--- src/rtl/sinc_decim_pkg.sv ---
package sinc_decim_pkg;

    typedef enum logic [1:0] {
        FT_SINC1 = 2'd0,
        FT_SINC2 = 2'd1,
        FT_FAST  = 2'd2,
        FT_SINC3 = 2'd3
    } filt_e;

    typedef struct packed {
        logic        valid;
        logic [31:0] word;
    } out_t;

    // Number of cascaded integrator/comb pairs that form the output.
    function automatic logic [1:0] order_of(filt_e t);
        case (t)
            FT_SINC1: return 2'd1;
            FT_SINC2: return 2'd2;
            FT_FAST:  return 2'd2;
            default:  return 2'd3;
        endcase
    endfunction

    // Samples to discard after a restart before the window is full.
    function automatic logic [1:0] settle_need(filt_e t);
        case (t)
            FT_SINC2: return 2'd1;
            FT_SINC3: return 2'd2;
            default:  return 2'd0;
        endcase
    endfunction

    function automatic logic [15:0] sat16(logic signed [31:0] v);
        if (v > 32'sd32767)
            return 16'h7fff;
        else if (v < -32'sd32768)
            return 16'h8000;
        else
            return v[15:0];
    endfunction

endpackage

--- src/rtl/sinc_integ.sv ---
module sinc_integ #(
    parameter int W      = 26,
    parameter int STAGES = 3
) (
    input  logic                       clk,
    input  logic                       clr,
    input  logic                       step,
    input  logic                       fresh,
    input  logic                       bit_in,
    output logic [STAGES-1:0][W-1:0]   acc
);

    logic [STAGES-1:0][W-1:0] nxt;
    logic [W-1:0]             unit;

    assign unit = bit_in ? W'(1) : {W{1'b1}};

    // Each stage adds the freshly updated value of the stage before it;
    // "fresh" drops the old contents so a new window starts from zero.
    always_comb begin
        logic [W-1:0] carry;
        carry = unit;
        for (int k = 0; k < STAGES; k++) begin
            carry  = (fresh ? '0 : acc[k]) + carry;
            nxt[k] = carry;
        end
    end

    always_ff @(posedge clk) begin
        if (clr)
            acc <= '0;
        else if (step)
            acc <= nxt;
    end


    bit_map_chk: assert property (@(posedge clk) disable iff (clr)
        (step && !fresh) |=>
            ((acc[0] - $past(acc[0])) == ($past(bit_in) ? W'(1) : {W{1'b1}})));

endmodule

--- src/rtl/sinc_comb.sv ---
module sinc_comb #(
    parameter int W      = 26,
    parameter int STAGES = 3
) (
    input  logic           clk,
    input  logic           clr,
    input  logic           fire,
    input  logic [1:0]     order,
    input  logic [W-1:0]   din,
    output logic [W-1:0]   dout
);

    logic [STAGES-1:0][W-1:0] dly;
    logic [STAGES:0][W-1:0]   tap;

    // Differentiator chain at the decimated rate: tap[k+1] = tap[k] - previous tap[k].
    always_comb begin
        logic [W-1:0] run;
        run    = din;
        tap[0] = din;
        for (int k = 0; k < STAGES; k++) begin
            run      = run - dly[k];
            tap[k+1] = run;
        end
    end

    always_ff @(posedge clk) begin
        if (clr)
            dly <= '0;
        else if (fire)
            for (int k = 0; k < STAGES; k++)
                dly[k] <= tap[k];
    end

    assign dout = tap[order];

endmodule

--- src/rtl/sinc_fmt.sv ---
module sinc_fmt #(
    parameter int W = 26
) (
    input  logic [W-1:0]  full,
    input  logic          word16,
    input  logic [4:0]    shift,
    output logic [31:0]   word
);
    import sinc_decim_pkg::*;

    logic signed [31:0] wide;
    logic signed [31:0] scaled;
    logic [15:0]        narrow;

    assign wide   = {{(32-W){full[W-1]}}, full};
    assign scaled = wide >>> shift;
    assign narrow = sat16(scaled);
    assign word   = word16 ? {{16{narrow[15]}}, narrow} : wide;

endmodule

--- src/rtl/sinc_decim.sv ---
module sinc_decim #(
    parameter int OSR_BITS = 8
) (
    input  logic                 clk,
    input  logic                 rst,
    input  logic                 mod_clk,
    input  logic                 mod_data,
    input  logic                 enable,
    input  logic                 sync,
    input  logic [1:0]           filt_sel,
    input  logic [OSR_BITS-1:0]  osr_m1,
    input  logic                 word16,
    input  logic [4:0]           shift,
    output logic                 dready,
    output logic [31:0]          sample
);
    import sinc_decim_pkg::*;

    localparam int STAGES = 3;
    localparam int ACC_W  = STAGES * OSR_BITS + 2;

    filt_e                        ftype;
    logic                         clr;
    logic                         mclk_d;
    logic                         step;
    logic [OSR_BITS-1:0]          phase;
    logic                         dec_q;
    logic                         fresh_q;
    logic [STAGES-1:0][ACC_W-1:0] acc;
    logic [ACC_W-1:0]             comb_in;
    logic [ACC_W-1:0]             comb_out;
    logic [ACC_W-1:0]             full;
    logic [31:0]                  fmt_word;
    logic [1:0]                   order;
    logic [1:0]                   need;
    logic [1:0]                   seen;
    out_t                         out_q;

    assign ftype = filt_e'(filt_sel);
    assign order = order_of(ftype);
    assign need  = settle_need(ftype);
    assign clr   = rst | ~enable | sync;

    // Modulator clock edge detection: one bit per rising edge.
    always_ff @(posedge clk) begin
        if (rst)
            mclk_d <= 1'b0;
        else
            mclk_d <= mod_clk;
    end

    assign step = mod_clk & ~mclk_d & enable & ~sync;

    // Decimation phase counter.
    always_ff @(posedge clk) begin
        if (clr) begin
            phase <= '0;
            dec_q <= 1'b0;
        end else begin
            dec_q <= step && (phase == osr_m1);
            if (step)
                phase <= (phase == osr_m1) ? '0 : phase + 1'b1;
        end
    end

    // Fast type: the first bit after each output starts a new window.
    always_ff @(posedge clk) begin
        if (clr)
            fresh_q <= 1'b0;
        else if (dec_q)
            fresh_q <= (ftype == FT_FAST);
        else if (step)
            fresh_q <= 1'b0;
    end

    sinc_integ #(.W(ACC_W), .STAGES(STAGES)) u_integ (
        .clk    (clk),
        .clr    (clr),
        .step   (step),
        .fresh  (fresh_q),
        .bit_in (mod_data),
        .acc    (acc)
    );

    always_comb begin
        case (order)
            2'd1:    comb_in = acc[0];
            2'd2:    comb_in = acc[1];
            default: comb_in = acc[2];
        endcase
    end

    sinc_comb #(.W(ACC_W), .STAGES(STAGES)) u_comb (
        .clk   (clk),
        .clr   (clr),
        .fire  (dec_q),
        .order (order),
        .din   (comb_in),
        .dout  (comb_out)
    );

    assign full = (ftype == FT_FAST) ? acc[1] : comb_out;

    sinc_fmt #(.W(ACC_W)) u_fmt (
        .full   (full),
        .word16 (word16),
        .shift  (shift),
        .word   (fmt_word)
    );

    // Settling count and output register.
    always_ff @(posedge clk) begin
        if (clr) begin
            seen        <= '0;
            out_q.valid <= 1'b0;
        end else begin
            out_q.valid <= 1'b0;
            if (dec_q) begin
                if (seen == need)
                    out_q.valid <= 1'b1;
                else
                    seen <= seen + 1'b1;
            end
        end
    end

    always_ff @(posedge clk) begin
        if (rst)
            out_q.word <= '0;
        else if (!clr && dec_q && seen == need)
            out_q.word <= fmt_word;
    end

    assign dready = out_q.valid;
    assign sample = out_q.word;


    dready_pulse_chk: assert property (@(posedge clk) disable iff (rst)
        dready |=> !dready);


    disabled_quiet_chk: assert property (@(posedge clk) disable iff (rst)
        !enable |=> !dready);


    sync_quiet_chk: assert property (@(posedge clk) disable iff (rst)
        sync |=> !dready);


    narrow_sext_chk: assert property (@(posedge clk) disable iff (rst)
        (dready && $past(word16)) |-> (sample[31:16] == {16{sample[15]}}));

endmodule

--- config.mk ---
export PLATFORM = sky130hd
export DESIGN_NAME = sinc_decim
export DESIGN_NICKNAME = d
export VERILOG_FILES = /design/src/rtl/sinc_decim_pkg.sv /design/src/rtl/sinc_integ.sv /design/src/rtl/sinc_comb.sv /design/src/rtl/sinc_fmt.sv /design/src/rtl/sinc_decim.sv
export SDC_FILE = /design/constraint.sdc
export NUM_CORES = 1
export LEC_CHECK = 0
export ABC_AREA = 1
export BUFFER_PORTS_ARGS = -buffer_cell sky130_fd_sc_hd__buf_4
export CAP_MARGIN = 30
export CORE_MARGIN = 10
export CORE_UTILIZATION = 60
export DETAILED_ROUTE_END_ITERATION = 10
export GPL_TIMING_DRIVEN = 0
export PLACE_DENSITY = 0.77
export SLEW_MARGIN = 20
export SYNTH_ARGS = -nofsm -noshare
export SYNTH_HDL_FRONTEND = slang
export SYNTH_HIERARCHICAL = 1
export SYNTH_SLANG_ARGS = --single-unit
export TNS_END_PERCENT = 30
--- constraint.sdc ---
create_clock -name clk -period 9.1 [get_ports clk]
set_clock_uncertainty 0.15 [all_clocks]
set_input_delay 1.82 -clock clk [delete_from_list [all_inputs] [get_ports clk]]
set_output_delay 1.82 -clock clk [all_outputs]
set_load 0.02 [all_outputs]
==> metrics.md <==
| Metric | Value |
|---|---|
| Wire length per cell | `19.15 microns` |
| Placer Congestion | `1.068` |
| Most used cell, CP | `nand2_1` |
| ANT cells | `0` |
| Max frequency | `113.4 MHz` |
| Max Slew Vio Count | `0` |
| Sink Count | `202` |
| Synth Flop Type | `dfxtp_1` |
| Die width | `204.6 microns` |
| Final wirelength | `75.05 mm` |
| Hpwl dp | `60.28 mm` |
| Port Buffer Count | `50` |
| Worst Path Arrival | `9140 ps` |
| Clk_lat worst skew | `550 ps` |
| CTS Hold Buffers Added | `0` |
| Initial antenna violation count | `0` |
| Commonest non-fill, non-tap cell in the layout | `nand2_1` |
| Worst-path clk slew | `60 ps` |
| Largest net degree at the start of global routing | `18` |
| Worst hold slack | `313.1 ps` |
| Non-filler cells in the finished layout | `3920` |
| Num rows | `67` |
| DRC errors left | `0` |
| CP peak stage delay | `410 ps` |
| FF-to-FF Start | `u_integ/acc[10]` |
| Core region area | `33620 sq um` |
| Fillers | `2947` |
| Die area | `41870 sq um` |
| Dpl cells | `3857` |
| Die height | `204.6 microns` |
| H-tree depth | `1` |
| Synth warnings | `6` |
| WS Path Type | `input port to flip-flop` |
| Total gr overflow | `0` |
| Area of the multi-input gates | `14870 sq um` |
| Clock buffer count from CTS | `25` |
| Final setup viols | `0` |
| DR pass1 iterations | `8` |
| Data required time at the worst endpoint | `9420 ps` |
| Sequential area share after synthesis | `0.1977` |
| Crit. Startpoint | `filt_sel[0]` |
| CP max stage cell | `ha_1` |
| Relative max-transition margin | `0.4833` |
| Initial core utilization | `0.6084` |
| CTS Root Cell | `clkbuf_16` |
| CTS tree | `done` |
| Fin. Hold Viols | `0` |
| Reg area | `4044 sq um` |
| Vias in the first global route | `21490` |
| Mapped Area | `20450 sq um` |
| Syn_area_per_cell | `6.091 sq um` |
| Syn_nets | `3542` |
| Commonest non-fill, non-tap cells in the layout | `nand2_1 (781), inv_1 (493), a21oi_1 (314)` |
| Nets | `3641` |
| Crit. End Element | `flip-flop` |
| Number of DRC markers in iteration 0 | `2394` |
| Number of max-cap violations | `0` |
| Area leader, netlist | `dfxtp_1` |
| Via count | `23080` |
| Final Util | `0.6997` |
| PD cells | `184.3 nW/um^2` |
| Setup TNS | `0 ps` |
| DR vias/cell | `5.887` |
| Status | `complete, no violations` |
| Worst-Margin Slew | `775.0 ps` |
| GRT Util Overall | `0.3385` |
| EDFF count, synth | `0` |
| I/O pin count | `55` |
| Clock buffer depth | `3` |
| Worst vdd ir | `0.1673 mV` |
| Final period util | `0.9691` |
| Hold Path Class | `flip-flop to flip-flop` |
| Synth top area share | `0.1977` |
| FF+latch count, synth | `202` |
| HP Start | `u_comb/dly[22]` |
| First-pass GRT wire length | `113.6 mm` |
| Cells after Synth | `3358` |
| Share of cells above drive strength 1 | `0.1365` |
| Post-synth ARST share | `0` |
| Distinct cell type count after synthesis | `69` |
| Final ANT Viol Nets | `0` |
| Critical path launch point type | `input port` |
| P_leak | `11.73 nW` |
| Min Tclk post-route | `8818 ps` |
| Area contributors post-synth | `dfxtp_1 (20%), nand2_1 (15%), ha_1 (9.5%)` |
| Area growth, synth to finish | `15.01%` |
| Worst-path fanout max | `10` |
[layout make-up]
type                       count  share of cell area
timing repair buffer          74             0.02394
inverter                     513             0.08229
clock inverter                 9            0.004681
clock buffer                  33             0.03043
sequential                   202              0.1719
tap                          448             0.02383
buffer                       133             0.03091
multi-input combinational   2508              0.6320
[where the power goes]
part | switching, W | internal, W
logic | 0.00160 | 0.000828
registers | 0.00000468 | 0.000888
clock network | 0.000413 | 0.000606
total | 0.00201 | 0.00232
[routing by layer]
layer / GRT usage / routed length [microns] / vias to the layer above / part of all wire
met5: 0 / 0 / - / 0
met4: 0.2076 / 5171 / 0 / 0.069
met3: 0.05907 / 7280 / 266 / 0.097
met2: 0.5358 / 32870 / 1189 / 0.44
met1: 0.4214 / 29730 / 10520 / 0.40
li1: - / - / 11100 / -
[what timing repair did]
action | in CTS | in global routing
endpoints found under the setup margin | 32 | 15
pin swaps | 2 | 32
setup buffers | 3 | 20
gates cloned | 0 | 0
resized for setup | 54 | 184
[through the flow]
stage / cell area (sq um) / power [W] / setup slack, ps
6_report: 23520 / 0.004336 / 281.6
5_1_grt: 23520 / 0.004560 / -114.7
4_1_cts: 22500 / 0.003991 / 30.24
3_5_place_dp: 21400 / 0.002931 / -1509
3_3_place_gp: 21390 / 0.002908 / -1504
2_1_floorplan: 20450 / 0.002348 / 739.9
[registers in the layout (all words and copies together) (netlist names)]
signal	count
dec_q	1
dready	1
fresh_q	1
mclk_d	1
phase	8
sample	32
seen	2
u_comb/dly	78
u_integ/acc	78
[worst max-delay path: cells and delay by family]
| family | cells | cell delay [ps] |
|---|---|---|
| fa+ha+maj | 4 | 1330 |
| buf+inv | 6 | 810 |
| xor+xnor | 2 | 690 |
| compound gates | 5 | 800 |
| simple gates | 35 | 3680 |
[synth_stat cells, drive strengths merged (2+ instances only)]
| library cell | count |
|---|---|
| nand4 | 24 |
| nor4 | 6 |
| xnor2 | 38 |
| a31o | 6 |
| and3 | 2 |
| o31ai | 3 |
| dfxtp | 202 |
| o21ai | 287 |
| ha | 156 |
| xor2 | 79 |
| nand3b | 2 |
| a21oi | 374 |
| a31oi | 14 |
| inv | 510 |
| a211oi | 6 |
| o22ai | 9 |
| buf | 52 |
| nand3 | 238 |
| fa | 6 |
| o21bai | 25 |
| or2 | 15 |
| nor3 | 26 |
| o211ai | 24 |
| nor2 | 297 |
| clkbuf | 82 |
| a21o | 17 |
| o2111ai | 3 |
| a22oi | 2 |
| nand2 | 832 |
| o21a | 2 |
| clkinv | 3 |
| a21boi | 8 |
[worst paths after layout]
| path | end | slack (ps) | depth (start not counted) |
|---|---|---|---|
| max | sample[5] | 280 | 52 |
| min | u_comb/dly[22] | 310 | 2 |
| max reg2reg | sample[5] | 1880 | 50 |
| min reg2reg | u_comb/dly[22] | 310 | 2 |
[cell families after synthesis]
group | share of synthesized area
DFF | 0.1977
buffers and inverters | 0.1281
muxes | 0.0004894
and+or+nand+nor | 0.3040
adders and majority gates | 0.1013
AOI/OAI and AO/OA | 0.2172
xor gates and xnor gates | 0.05121
No activity file was read; power rests on OpenSTA's default activity.
